**config.mk**
```make
export PLATFORM = sky130hd
export DESIGN_NAME = irq_arb_top
export DESIGN_NICKNAME = d
export VERILOG_FILES = /design/src/rtl/irq_arb_pkg.sv /design/src/rtl/irq_gather.sv /design/src/rtl/prio_pick.sv /design/src/rtl/vec_latch.sv /design/src/rtl/irq_arb_top.sv
export SDC_FILE = /design/constraint.sdc
export NUM_CORES = 1
export LEC_CHECK = 0
export BUFFER_PORTS_ARGS = -buffer_cell sky130_fd_sc_hd__buf_2
export CAP_MARGIN = 20
export CORE_UTILIZATION = 44
export CTS_CLUSTER_SIZE = 12
export DETAILED_ROUTE_END_ITERATION = 10
export PLACE_DENSITY = 0.82
export SYNTH_ARGS = -nofsm -noshare
export SYNTH_HDL_FRONTEND = slang
export SYNTH_SLANG_ARGS = --single-unit
```
**constraint.sdc**
```tcl
create_clock -name clk -period 2.82 [get_ports clk]
set_clock_uncertainty 0.2 [all_clocks]
set_input_delay 0.564 -clock clk [delete_from_list [all_inputs] [get_ports clk]]
set_output_delay 0.564 -clock clk [all_outputs]
set_load 0.05 [all_outputs]
```
**src/rtl/irq_arb_pkg.sv**
```systemverilog
package irq_arb_pkg;

    localparam int VEC_W   = 16;
    localparam int ID_W    = 5;
    localparam logic [VEC_W-1:0] VEC_TOP = 16'hFFFE;
    // sources below this index ignore the global mask
    localparam int NUM_UNMASK = 2;

    typedef struct packed {
        logic             valid;
        logic [ID_W-1:0]  id;
        logic [VEC_W-1:0] vec;
    } pick_t;

    function automatic logic [VEC_W-1:0] vec_of(input logic [ID_W-1:0] idx);
        return VEC_TOP - {{(VEC_W-ID_W-1){1'b0}}, idx, 1'b0};
    endfunction

endpackage

```
**src/rtl/irq_gather.sv**
```systemverilog
module irq_gather
    import irq_arb_pkg::*;
#(
    parameter int NUM_TIM = 5,
    parameter int NUM_SPI = 2,
    parameter int NSRC    = 16
) (
    input  logic               rst_req,
    input  logic               swi_req,
    input  logic               irq1_req,
    input  logic               pll_req,
    input  logic               dma_req,
    input  logic [NUM_TIM-1:0] tim_req,
    input  logic [NUM_SPI-1:0] spi_req,
    input  logic               sci_req,
    input  logic [1:0]         aux_req,
    input  logic               kbd_req,
    input  logic               i_mask,
    output logic [NSRC-1:0]    eff_req
);
    logic [NSRC-1:0] raw;

    assign raw = {kbd_req, aux_req[1], aux_req[0], sci_req,
                  spi_req, tim_req,
                  dma_req, pll_req, irq1_req, swi_req, rst_req};

    for (genvar g = 0; g < NSRC; g++) begin : g_mask
        if (g < NUM_UNMASK) begin : g_nmi
            assign eff_req[g] = raw[g];
        end else begin : g_msk
            assign eff_req[g] = raw[g] & ~i_mask;
        end
    end

endmodule

```
**src/rtl/prio_pick.sv**
```systemverilog
module prio_pick
    import irq_arb_pkg::*;
#(
    parameter int NSRC = 16
) (
    input  logic [NSRC-1:0] eff_req,
    output pick_t           pick
);
    always_comb begin
        pick = '0;
        for (int i = NSRC - 1; i >= 0; i--) begin
            if (eff_req[i]) begin
                pick.valid = 1'b1;
                pick.id    = ID_W'(i);
                pick.vec   = vec_of(ID_W'(i));
            end
        end
    end

endmodule

```
**src/rtl/vec_latch.sv**
```systemverilog
module vec_latch
    import irq_arb_pkg::*;
(
    input  logic             clk,
    input  logic             rst,
    input  logic             ack,
    input  pick_t            pick,
    output logic [VEC_W-1:0] vec_q,
    output logic [ID_W-1:0]  id_q
);
    always_ff @(posedge clk) begin
        if (rst) begin
            vec_q <= VEC_TOP;
            id_q  <= '0;
        end else if (ack && pick.valid) begin
            vec_q <= pick.vec;
            id_q  <= pick.id;
        end
    end

endmodule

```
**src/rtl/irq_arb_top.sv**
```systemverilog
module irq_arb_top
    import irq_arb_pkg::*;
#(
    parameter int NUM_TIM = 5,
    parameter int NUM_SPI = 2
) (
    input  logic               clk,
    input  logic               rst,
    input  logic               rst_req,
    input  logic               swi_req,
    input  logic               irq1_req,
    input  logic               pll_req,
    input  logic               dma_req,
    input  logic [NUM_TIM-1:0] tim_req,
    input  logic [NUM_SPI-1:0] spi_req,
    input  logic               sci_req,
    input  logic [1:0]         aux_req,
    input  logic               kbd_req,
    input  logic               i_mask,
    input  logic               ack,
    output logic               irq_out,
    output logic [VEC_W-1:0]   vec_addr,
    output logic [ID_W-1:0]    src_id
);
    localparam int NSRC = 5 + NUM_TIM + NUM_SPI + 4;

    logic [NSRC-1:0] eff_req;
    pick_t           pick;

    irq_gather #(.NUM_TIM(NUM_TIM), .NUM_SPI(NUM_SPI), .NSRC(NSRC)) u_gather (
        .rst_req(rst_req), .swi_req(swi_req), .irq1_req(irq1_req),
        .pll_req(pll_req), .dma_req(dma_req), .tim_req(tim_req),
        .spi_req(spi_req), .sci_req(sci_req), .aux_req(aux_req),
        .kbd_req(kbd_req), .i_mask(i_mask), .eff_req(eff_req)
    );

    prio_pick #(.NSRC(NSRC)) u_pick (
        .eff_req(eff_req),
        .pick(pick)
    );

    vec_latch u_latch (
        .clk(clk), .rst(rst), .ack(ack), .pick(pick),
        .vec_q(vec_addr), .id_q(src_id)
    );

    assign irq_out = pick.valid;

endmodule

```
==> results of run 1 <==
-- cell usage after synthesis --
| cell | number |
|---|---|
| a2111oi_0 | 1 |
| a211o_1 | 1 |
| a21o_1 | 1 |
| a21oi_1 | 6 |
| a21oi_2 | 1 |
| a2bb2oi_1 | 1 |
| a31o_1 | 1 |
| a31oi_1 | 1 |
| a31oi_4 | 1 |
| and4bb_1 | 1 |
| buf_4 | 12 |
| buf_6 | 1 |
| clkbuf_1 | 1 |
| conb_1 | 1 |
| dfxtp_1 | 9 |
| inv_1 | 4 |
| nand2_1 | 6 |
| nand2b_1 | 2 |
| nand3b_1 | 1 |
| nor2_1 | 15 |
| nor2b_1 | 2 |
| nor3_1 | 1 |
| nor4_2 | 2 |
| nor4b_1 | 1 |
| o211ai_4 | 1 |
| o21ai_0 | 1 |
| o21ai_4 | 1 |
| o21bai_2 | 1 |
| o22ai_1 | 1 |
| o31ai_1 | 2 |
| or2_2 | 1 |
| or4_4 | 1 |
-- power by group --
group	total [mW]	internal, mW	switching, mW	leakage, nW
registers	0.134	0.132	0.00195	0.0734
logic	0.0864	0.0290	0.0574	0.263
clock network	0.0951	0.0543	0.0408	0.0150
total	0.315	0.215	0.100	0.352
-- cells in the final DEF, fill, tap and decap left out, types with 2 or more instances in the layout --
| master | n |
|---|---|
| nor2_1 | 15 |
| nand2b_1 | 2 |
| nand2_1 | 6 |
| buf_2 | 39 |
| clkbuf_4 | 3 |
| o31ai_1 | 2 |
| dfxtp_1 | 9 |
| inv_1 | 4 |
| nor2b_1 | 2 |
| nor4_2 | 2 |
| a21oi_1 | 6 |
| conb_1 | 2 |
-- state kept, by name, indices dropped and copies added, names as in the netlist --
name	flops
u_latch.id_q	4
u_latch.vec_q	5
-- kinds of logic (layout without fill, tap and decap cells) --
logic type	count (synthesis)	count (layout)
compound gates	21	21
buf+inv	18	47
flops	9	9
other cells	1	2
simple gates	33	33
-- final cells by class --
class	count	area share [%]
multi-input combinational	56	46.05
timing repair buffer	39	24.19
sequential	9	22.33
clock buffer	4	3.256
tap	15	2.326
inverter	4	1.860
-- metrics by stage --
stage / cells / hold slack (ps) / utilization, % / setup slack (ps)
2_1_floorplan: 83 / 457.3 / - / 551.8
3_3_place_gp: 123 / 229.9 / 57.83 / 307.6
3_5_place_dp: 123 / 230.3 / 57.83 / 299.0
4_1_cts: 127 / 239.0 / 59.78 / 300.0
5_1_grt: 127 / 250.8 / 59.78 / 259.9
6_report: 127 / 234.9 / 59.78 / 305.7
-- path summary, 6_finish.rpt --
kind | to | cells after the start | from
min reg2reg | u_latch.vec_q[4] | 2 | u_latch.vec_q[4]
max | irq_out | 5 | tim_req[1]
min | u_latch.vec_q[4] | 2 | u_latch.vec_q[4]
max reg2reg | u_latch.vec_q[1] | 2 | u_latch.vec_q[1]
-- layer usage --
layer | share of wire (%) | routed length, µm
met3 | 8.0 | 105
met1 | 41 | 539
met4 | 0 | 0
met5 | 0 | 0
met2 | 51 | 664
-- worst max-delay path, cell delays in order --
cell and delay [ps]:
buf_2 120, nor4_2 420, o211ai_4 130, or2_2 300, buf_2 210
==> results.ini, run 1 <==
[status]
status = complete, no violations

[yosys]
synth-compound-area-share_pct = 27.53
synth_top_area_share_pct = 26.97
ys_top_cells_by_area = dfxtp_1 27%, buf_4 13%, nor2_1 8.4%
seq_area_frac_synth_pct = 26.97
synth.avg_cell_area_um2 = 8.148
synth_top_family_by_area = compound AO/OA/AOI/OAI gates
synthSimpleGateAreaFrac_pct = 26.97
yosys_warnings = 0
synth_adder_area_share_pct = 0
synthDistinctLibCells = 32
syn_area_um2 = 668.1
synthCells = 82
synth_xor_area_share_pct = 0
yosys.area.top_type = dfxtp_1
ys_ff_latch = 9
synth.area.mux_share_pct = 0

[clock_tree]
clock_latency_ps = 250
cts_buffers = 3
post_cts_buffers = 0
clkTransAtPathRegs_ps = 50
numClockSinks = 9
htreeDepth = 1
cts_tree = yes
post_cts_resized = 0
holdBufCountCts = 0
root_buffer = clkbuf_4
cts_max_path_buffers = 2

[timing]
setup_violations = 0
maxSlewViolCount = 0
setup-tns-final_ps = 0
period_share_pct = 89.16
rsz0062_at_grt = false
fin_crit_ps = 2514
max_freq_mhz = 397.7
hold_viol = 0

[worst_setup_path]
startpoint_type = primary input
rrSetupSlack_ps = 1900
arrival_ps = 1750
critPathCaptureType = output port
criticalPathCategory = primary input to output port
critPathMaxFanout = 3
worst_ep_required_time_ps = 2060

[placement]
place_area_um2 = 780.7
numPortBuffers = 39
gp_congestion = 0.7865
dp.final_hpwl_um = 1126

[floorplanning]
boundaryPins = 42
initial_utilization_pct = 49.49
core-area_um2 = 1350
fp-row-count = 13
fp.dieW_um = 40.97
die_h_um = 40.97
dieArea_um2 = 1678

[layout]
syn_to_final_growth_pct = 20.79
design_area_um2 = 807.0
nNetsFinal = 133
multiInputGateArea_um2 = 371.6
fillers = 134
regArea_um2 = 180.2
insertedDiodeCount = 0
layout-drive-gt1-share_pct = 45.54

[drt]
detail_route.vias_per_cell = 5.055
routedWlPerCell_um = 10.31
vias = 642
postRouteWirelength_um = 1309
ant_nets = 0
first_pass_iters = 4
drtIter0Drc = 10
drc = 0

[power_and_ir_drop]
powerDensity_nw_per_um2 = 390.5
ir_drop_mv = 0.2719
power_mw = 0.3151
leakagePower_nw = 0.3517

[grt]
grt_pass1_wl_um = 2194
busiest_layer = met2
use_met2_pct = 37.89
antenna_found_initial = 0
grt-ovfl-total = 0
grt_usage_pct = 20.02
met1_usage_pct = 19.67
grt_pass1_vias = 575
grt_start_max_net_pins = 13
met3_usage_pct = 8.152

[job]
cap_violations = 0

[min_path]
min-delay-path-class = flip-flop to flip-flop

No activity file was read; power rests on OpenSTA's default activity.
==> run 2, diff against run 1 <==
--- a/config.mk
+++ b/config.mk
@@ -7,10 +7,11 @@
 export LEC_CHECK = 0
 export BUFFER_PORTS_ARGS = -buffer_cell sky130_fd_sc_hd__buf_2
 export CAP_MARGIN = 20
-export CORE_UTILIZATION = 44
+export CORE_UTILIZATION = 55
 export CTS_CLUSTER_SIZE = 12
 export DETAILED_ROUTE_END_ITERATION = 10
-export PLACE_DENSITY = 0.82
+export PLACE_DENSITY = 0.85
 export SYNTH_ARGS = -nofsm -noshare
 export SYNTH_HDL_FRONTEND = slang
+export SYNTH_HIERARCHICAL = 1
 export SYNTH_SLANG_ARGS = --single-unit
==> run 2 against run 1 <==
Register-to-register slack worse by 40 ps. Core utilization up 3.4 points. Sequential share of layout area up 7.2 points. Largest cell class unchanged. Sequential cell count up 12. Area after synthesis up 100%. Largest power group unchanged. Synthesized cell count up 85%. Non-clock buffer count up 4. Routed wire length up 96%. Total power up 100%. Combinational power up 110%.
==> results.ini, run 2 <==
[clock_tree]
post_cts_resized = 0  ; unchanged
holdBufCountCts = 0  ; unchanged
htreeDepth = 1  ; unchanged
cts_tree = yes
cts_buffers = 3  ; unchanged
clkTransAtPathRegs_ps = 110  ; +60 ps
post_cts_buffers = 0  ; unchanged
cts_max_path_buffers = 2  ; unchanged
clock_latency_ps = 300  ; +50 ps
numClockSinks = 21  ; +12
root_buffer = clkbuf_4

[timing]
whs_ps = 266.3  ; +31.43 ps
setup_violations = 0  ; unchanged
period_share_pct = 94.72  ; +5.6 points
setup_ws_ps = 148.8  ; -156.9 ps
max_freq_mhz = 374.4  ; -5.9%
rsz0062_at_grt = false
setup-tns-final_ps = 0  ; unchanged
maxSlewViolCount = 0  ; unchanged
fin_crit_ps = 2671  ; +156.9 ps
hold_viol = 0  ; unchanged

[grt]
grt_pass1_wl_um = 4064  ; +85%
grt_pass1_vias = 949  ; +65%
grt-ovfl-total = 0  ; unchanged
antenna_found_initial = 0  ; unchanged
grt_start_max_net_pins = 37  ; +24
grt_usage_pct = 20.60  ; +0.57 points

[floorplanning]
fp-row-count = 17  ; +4
boundaryPins = 42  ; unchanged
dieArea_um2 = 2631  ; +57%
core-area_um2 = 2255  ; +67%
initial_utilization_pct = 59.27  ; +9.8 points
die_h_um = 51.29  ; +25%
fp.dieW_um = 51.29  ; +25%

[placement]
numPortBuffers = 41  ; +5.1%
dp.final_hpwl_um = 1939  ; +72%
gp_congestion = 0.8521  ; +8.3%
placedCellCount = 199  ; +62%
place_ws_ps = 85.51  ; -213.5 ps

[layout]
nNetsFinal = 196  ; +47%
final_core_util_pct = 63.21  ; +3.4 points
top_regs = u_latch/vec_q (16), u_latch/id_q (5)
final_cell_mix = 41 x buf_2, 21 x dfxtp_1, 16 x and3_1, 15 x a211o_1
syn_to_final_growth_pct = 6.648
insertedDiodeCount = 0  ; unchanged
layout_commonest_cell = buf_2
top_register = u_latch/vec_q
fin_cells = 203  ; +60%
layout-drive-gt1-share_pct = 38.29  ; -7.3 points
largest_register_ffs = 16  ; +11

[yosys]
synth_top_area_share_pct = 31.46  ; +4.5 points
ys_ff_latch = 21  ; +12
ys_top_cells_by_area = dfxtp_1 31%, a211o_1 9.8%, buf_4 8.4%
synthCells = 152  ; +85%
synth.avg_cell_area_um2 = 8.791  ; +7.9%
netlist_top_cells_count = 21 x dfxtp_1, 16 x and3_1, 15 x a211o_1, 15 x buf_4
yosys_warnings = 6  ; +6
synth_edf_count = 0  ; unchanged
syn_area_um2 = 1336  ; +100%
async_flop_share_pct = 0  ; unchanged
yosys_most_used_dff = dfxtp_1
synthDistinctLibCells = 29  ; -9.4%
yosys.cell_count.top_type = dfxtp_1
seq_area_frac_synth_pct = 31.46  ; +4.5 points
yosys.area.top_type = dfxtp_1

[power_and_ir_drop]
ir_drop_mv = 0.4166  ; +53%
powerDensity_nw_per_um2 = 448.4  ; +15%
leakagePower_nw = 0.6410  ; +82%

[drt]
drc = 0  ; unchanged
vias = 1121  ; +75%
first_pass_iters = 4  ; unchanged
postRouteWirelength_um = 2565  ; +96%
detail_route.vias_per_cell = 5.522  ; +9.2%
drtIter0Drc = 40  ; +30
routedWlPerCell_um = 12.64  ; +23%
ant_nets = 0  ; unchanged

[worst_setup_path]
criticalPathCategory = primary input to output port
critPathMaxFanout = 10  ; +7
worst_ep_required_time_ps = 2060  ; about the same
startpoint_type = primary input
critPathCaptureType = output port
arrival_ps = 1910  ; +160 ps

[status]
status = complete, no violations

[job]
cap_violations = 0  ; unchanged

[min_path]
min-delay-path-class = flip-flop to flip-flop

-- run 2: cell count changes after synthesis, sizes merged, moves of 8 or more --
cell   previous run  this run
nor2b             2        12
dfxtp             9        21
nand3             0         8
a211o             1        15
and3              0        16
buf              13        23
-- run 2: cell type report --
| type | instances | area (µm²) |
|---|---|---|
| Clock buffer | 3 | 22.52 |
| Clock inverter | 1 | 5.005 |
| Fill cell | 214 | 829.5 |
| Inverter | 3 | 11.26 |
| Multi-Input combinational cell | 104 | 710.7 |
| Sequential cell | 21 | 420.4 |
| Tap cell | 28 | 35.03 |
| Timing Repair Buffer | 43 | 220.2 |
-- run 2: power breakdown --
group,switching [mW],internal (mW)
sequential,0.00691,0.312
combinational,0.117,0.0617
clock,0.0891,0.0529
total,0.213,0.426
-- run 2: layer usage --
layer | up-vias | track usage, % | routed length [µm]
met5 | - | 0 | 0
met4 | 0 | 6.757 | 32
met3 | 4 | 6.845 | 159
met2 | 41 | 34.21 | 1239
met1 | 509 | 24.86 | 1134
li1 | 567 | - | -
-- run 2: cell families after synthesis --
| logic type | Yosys count | synth area share [%] |
|---|---|---|
| buffers and inverters | 28 | 15.64 |
| DFF | 21 | 31.46 |
| and+or+nand+nor | 61 | 29.21 |
| AOI/OAI and AO/OA | 41 | 23.41 |
| other | 1 | 0.2806 |
-- run 2: worst paths after layout --
| path | from | to | slack (ps) | cells after the start |
|---|---|---|---|---|
| max | i_mask | irq_out | 150 | 7 |
| min reg2reg | u_latch/vec_q[12] | u_latch/vec_q[12] | 270 | 1 |
| max reg2reg | u_latch/vec_q[0] | u_latch/vec_q[0] | 1860 | 2 |
| min | u_latch/vec_q[12] | u_latch/vec_q[12] | 270 | 1 |
-- run 2: critical path, stage by stage --
cell	delay, ps
buf_2	200
buf_4	190
nor2b_2	60
nor4_2	220
and3_1	240
nand3_1	160
buf_2	260
-- run 2: per-stage QoR --
| step | instance area [µm²] | power [mW] |
|---|---|---|
| floorplan | 1340 | 0.4725 |
| global placement | 1398 | 0.4981 |
| detailed placement | 1398 | 0.5034 |
| CTS | 1425 | 0.6453 |
| global route | 1425 | 0.6712 |
| finish | 1425 | 0.6390 |
==> run 3, diff against run 2 <==
--- a/config.mk
+++ b/config.mk
@@ -5,12 +5,12 @@
 export SDC_FILE = /design/constraint.sdc
 export NUM_CORES = 1
 export LEC_CHECK = 0
-export BUFFER_PORTS_ARGS = -buffer_cell sky130_fd_sc_hd__buf_2
+export BUFFER_PORTS_ARGS = -buffer_cell sky130_fd_sc_hd__buf_4
 export CAP_MARGIN = 20
-export CORE_UTILIZATION = 55
+export CORE_UTILIZATION = 50
 export CTS_CLUSTER_SIZE = 12
 export DETAILED_ROUTE_END_ITERATION = 10
-export PLACE_DENSITY = 0.85
+export PLACE_DENSITY = 0.78
 export SYNTH_ARGS = -nofsm -noshare
 export SYNTH_HDL_FRONTEND = slang
 export SYNTH_HIERARCHICAL = 1
==> run 3 against run 2 <==
Worst setup slack gained 140 ps. Non-clock buffer count is the same. Cell count grew 0.99%. Total power grew 2.7%. First-iteration DRC count shrank 45%. Critical path depth shrank 1. Combinational power grew 9%.
==> results.ini, run 3 (same netlist as run 2, synthesis figures left out) <==
[timing]
setup-tns-final_ps = 0  ; unchanged
whs_ps = 275.3  ; +8.944 ps
max_freq_mhz = 394.7  ; +5.4%
setup_violations = 0  ; unchanged
hold_viol = 0  ; unchanged
period_share_pct = 89.84  ; -4.9 points
fin_crit_ps = 2533  ; -137.8 ps
rsz0062_at_grt = false
maxSlewViolCount = 0  ; unchanged

[min_path]
hp-start = u_latch/vec_q[3]
min-delay-path-class = flip-flop to flip-flop

[power_and_ir_drop]
power_frac_clock_pct = 21.7  ; -0.5 points
ir_drop_mv = 0.4243  ; +1.8%
switching_share_pct = 32.69  ; -0.61 points
combPwrFrac_pct = 29.5  ; +1.6 points
power_mw = 0.6563  ; +2.7%
leakagePower_nw = 0.6825  ; +6.5%
power.switching_mw = 0.2146  ; +0.83%
powerDensity_nw_per_um2 = 428.9  ; -4.4%
seqPwrFrac_pct = 48.8  ; -1.1 points
power.internal_mw = 0.4417  ; +3.6%

[worst_setup_path]
critPathCaptureType = output port
worst_ep_required_time_ps = 2060  ; about the same
cp_slowest_cell = nor4_2
criticalPathCategory = primary input to output port
r2r-start = u_latch/id_q[0]
cp-startpoint = i_mask
critPathMaxFanout = 14  ; +4
arrival_ps = 1770  ; -140 ps
crit_family = simple AND/OR/NAND/NOR gates
startpoint_type = primary input
path_cells = buf_4, nor2b_2, nor4_2, and3_1, nand3_1, buf_4
crit_path_max_incr_delay_ps = 320  ; +60 ps
crit_path_frequent_cell = buf_4
critPathBufInv = 2  ; -1

[layout]
largest_register_ffs = 16  ; unchanged
final_cell_mix = 43 x buf_4, 21 x dfxtp_1, 16 x and3_1, 15 x a211o_1
nNetsFinal = 196  ; unchanged
syn_to_final_growth_pct = 14.51
top_regs = u_latch/vec_q (16), u_latch/id_q (5)
final_core_util_pct = 61.21  ; -2.0 points
layout-drive-gt1-share_pct = 38.29  ; unchanged
layout_commonest_cell = buf_4
top_register = u_latch/vec_q
insertedDiodeCount = 0  ; unchanged

[clock_tree]
htreeDepth = 1  ; unchanged
cts_buffers = 3  ; unchanged
holdBufCountCts = 0  ; unchanged
clkTransAtPathRegs_ps = 110  ; about the same
cts_max_path_buffers = 2  ; unchanged
root_buffer = clkbuf_4
cts_tree = yes
numClockSinks = 21  ; unchanged
clock_latency_ps = 300  ; about the same
post_cts_resized = 0  ; unchanged
post_cts_buffers = 0  ; unchanged

[grt]
grt-ovfl-total = 0  ; unchanged
antenna_found_initial = 0  ; unchanged
grt_pass1_vias = 944  ; -0.53%
grt_usage_pct = 20.49  ; -0.10 points
grt_start_max_net_pins = 29  ; -22%
grt_pass1_wl_um = 4222  ; +3.9%

[placement]
numPortBuffers = 41  ; unchanged
gp_congestion = 0.7825  ; -8.2%
dp.final_hpwl_um = 1995  ; +2.9%

[drt]
first_pass_iters = 4  ; unchanged
drtIter0Drc = 22  ; -45%
drc = 0  ; unchanged
vias = 1127  ; +0.54%
ant_nets = 0  ; unchanged
detail_route.vias_per_cell = 5.498  ; -0.45%
postRouteWirelength_um = 2691  ; +4.9%
routedWlPerCell_um = 13.13  ; +3.9%

[floorplanning]
die_h_um = 53.70  ; +4.7%
initial_utilization_pct = 53.45  ; -5.8 points
dieArea_um2 = 2883  ; +9.6%
fp-row-count = 18  ; +1
boundaryPins = 42  ; unchanged
core-area_um2 = 2500  ; +11%
fp.dieW_um = 53.70  ; +4.7%

[job]
cap_violations = 0  ; unchanged

[status]
status = complete, no violations

## run 3: cell counts in the layout (fill, tap and decap cells not counted)
Identical to the previous run, type by type.
## run 3: power by group through the flow
stage	Clock, mW	Combinational [mW]	Sequential, mW
final	0.142	0.194	0.320
after global routing	0.165	0.208	0.322
after CTS	0.150	0.193	0.320
after detailed placement	0	0.193	0.327
after global placement	0	0.189	0.326
after floorplan	0	0.0945	0.378
## run 3: layout make-up
type | count | area (µm²)
clock buffers | 3 | 22.52
clock inverters | 1 | 5.005
fillers | 210 | 969.7
inverters | 3 | 11.26
multi-input cells | 104 | 710.7
flip-flops and latches | 21 | 420.4
well taps | 30 | 37.54
repair buffers | 43 | 322.8
## run 3: per-stage QoR
stage | setup WS, ps | instance area (µm²) | std cells
after floorplan | 44.34 | 1340 | 153
after global placement | 288.7 | 1503 | 201
after detailed placement | 253.6 | 1503 | 201
after CTS | 276.2 | 1530 | 205
after global routing | 165.1 | 1530 | 205
final | 286.6 | 1530 | 205
## run 3: worst paths after layout
path	endpoint	slack (ps)	cells past startpoint
max	irq_out	290	6
min	u_latch/vec_q[3]	280	1
max reg2reg	u_latch/id_q[0]	1840	2
min reg2reg	u_latch/vec_q[3]	280	1
## run 3: layer usage
| layer | global-route usage [%] | part of all wire [%] | vias to the layer above |
|---|---|---|---|
| met5 | 0 | 0 | - |
| met3 | 7.345 | 6.7 | 5 |
| met4 | 6.140 | 0.85 | 0 |
| met1 | 26.24 | 45 | 513 |
| met2 | 31.89 | 47 | 39 |
| li1 | - | - | 570 |
## run 3: worst register-to-register path, cell delays in order (launching register included)
cell and delay [ps]:
dfxtp_1 370, a21bo_2 220, a21oi_1 130
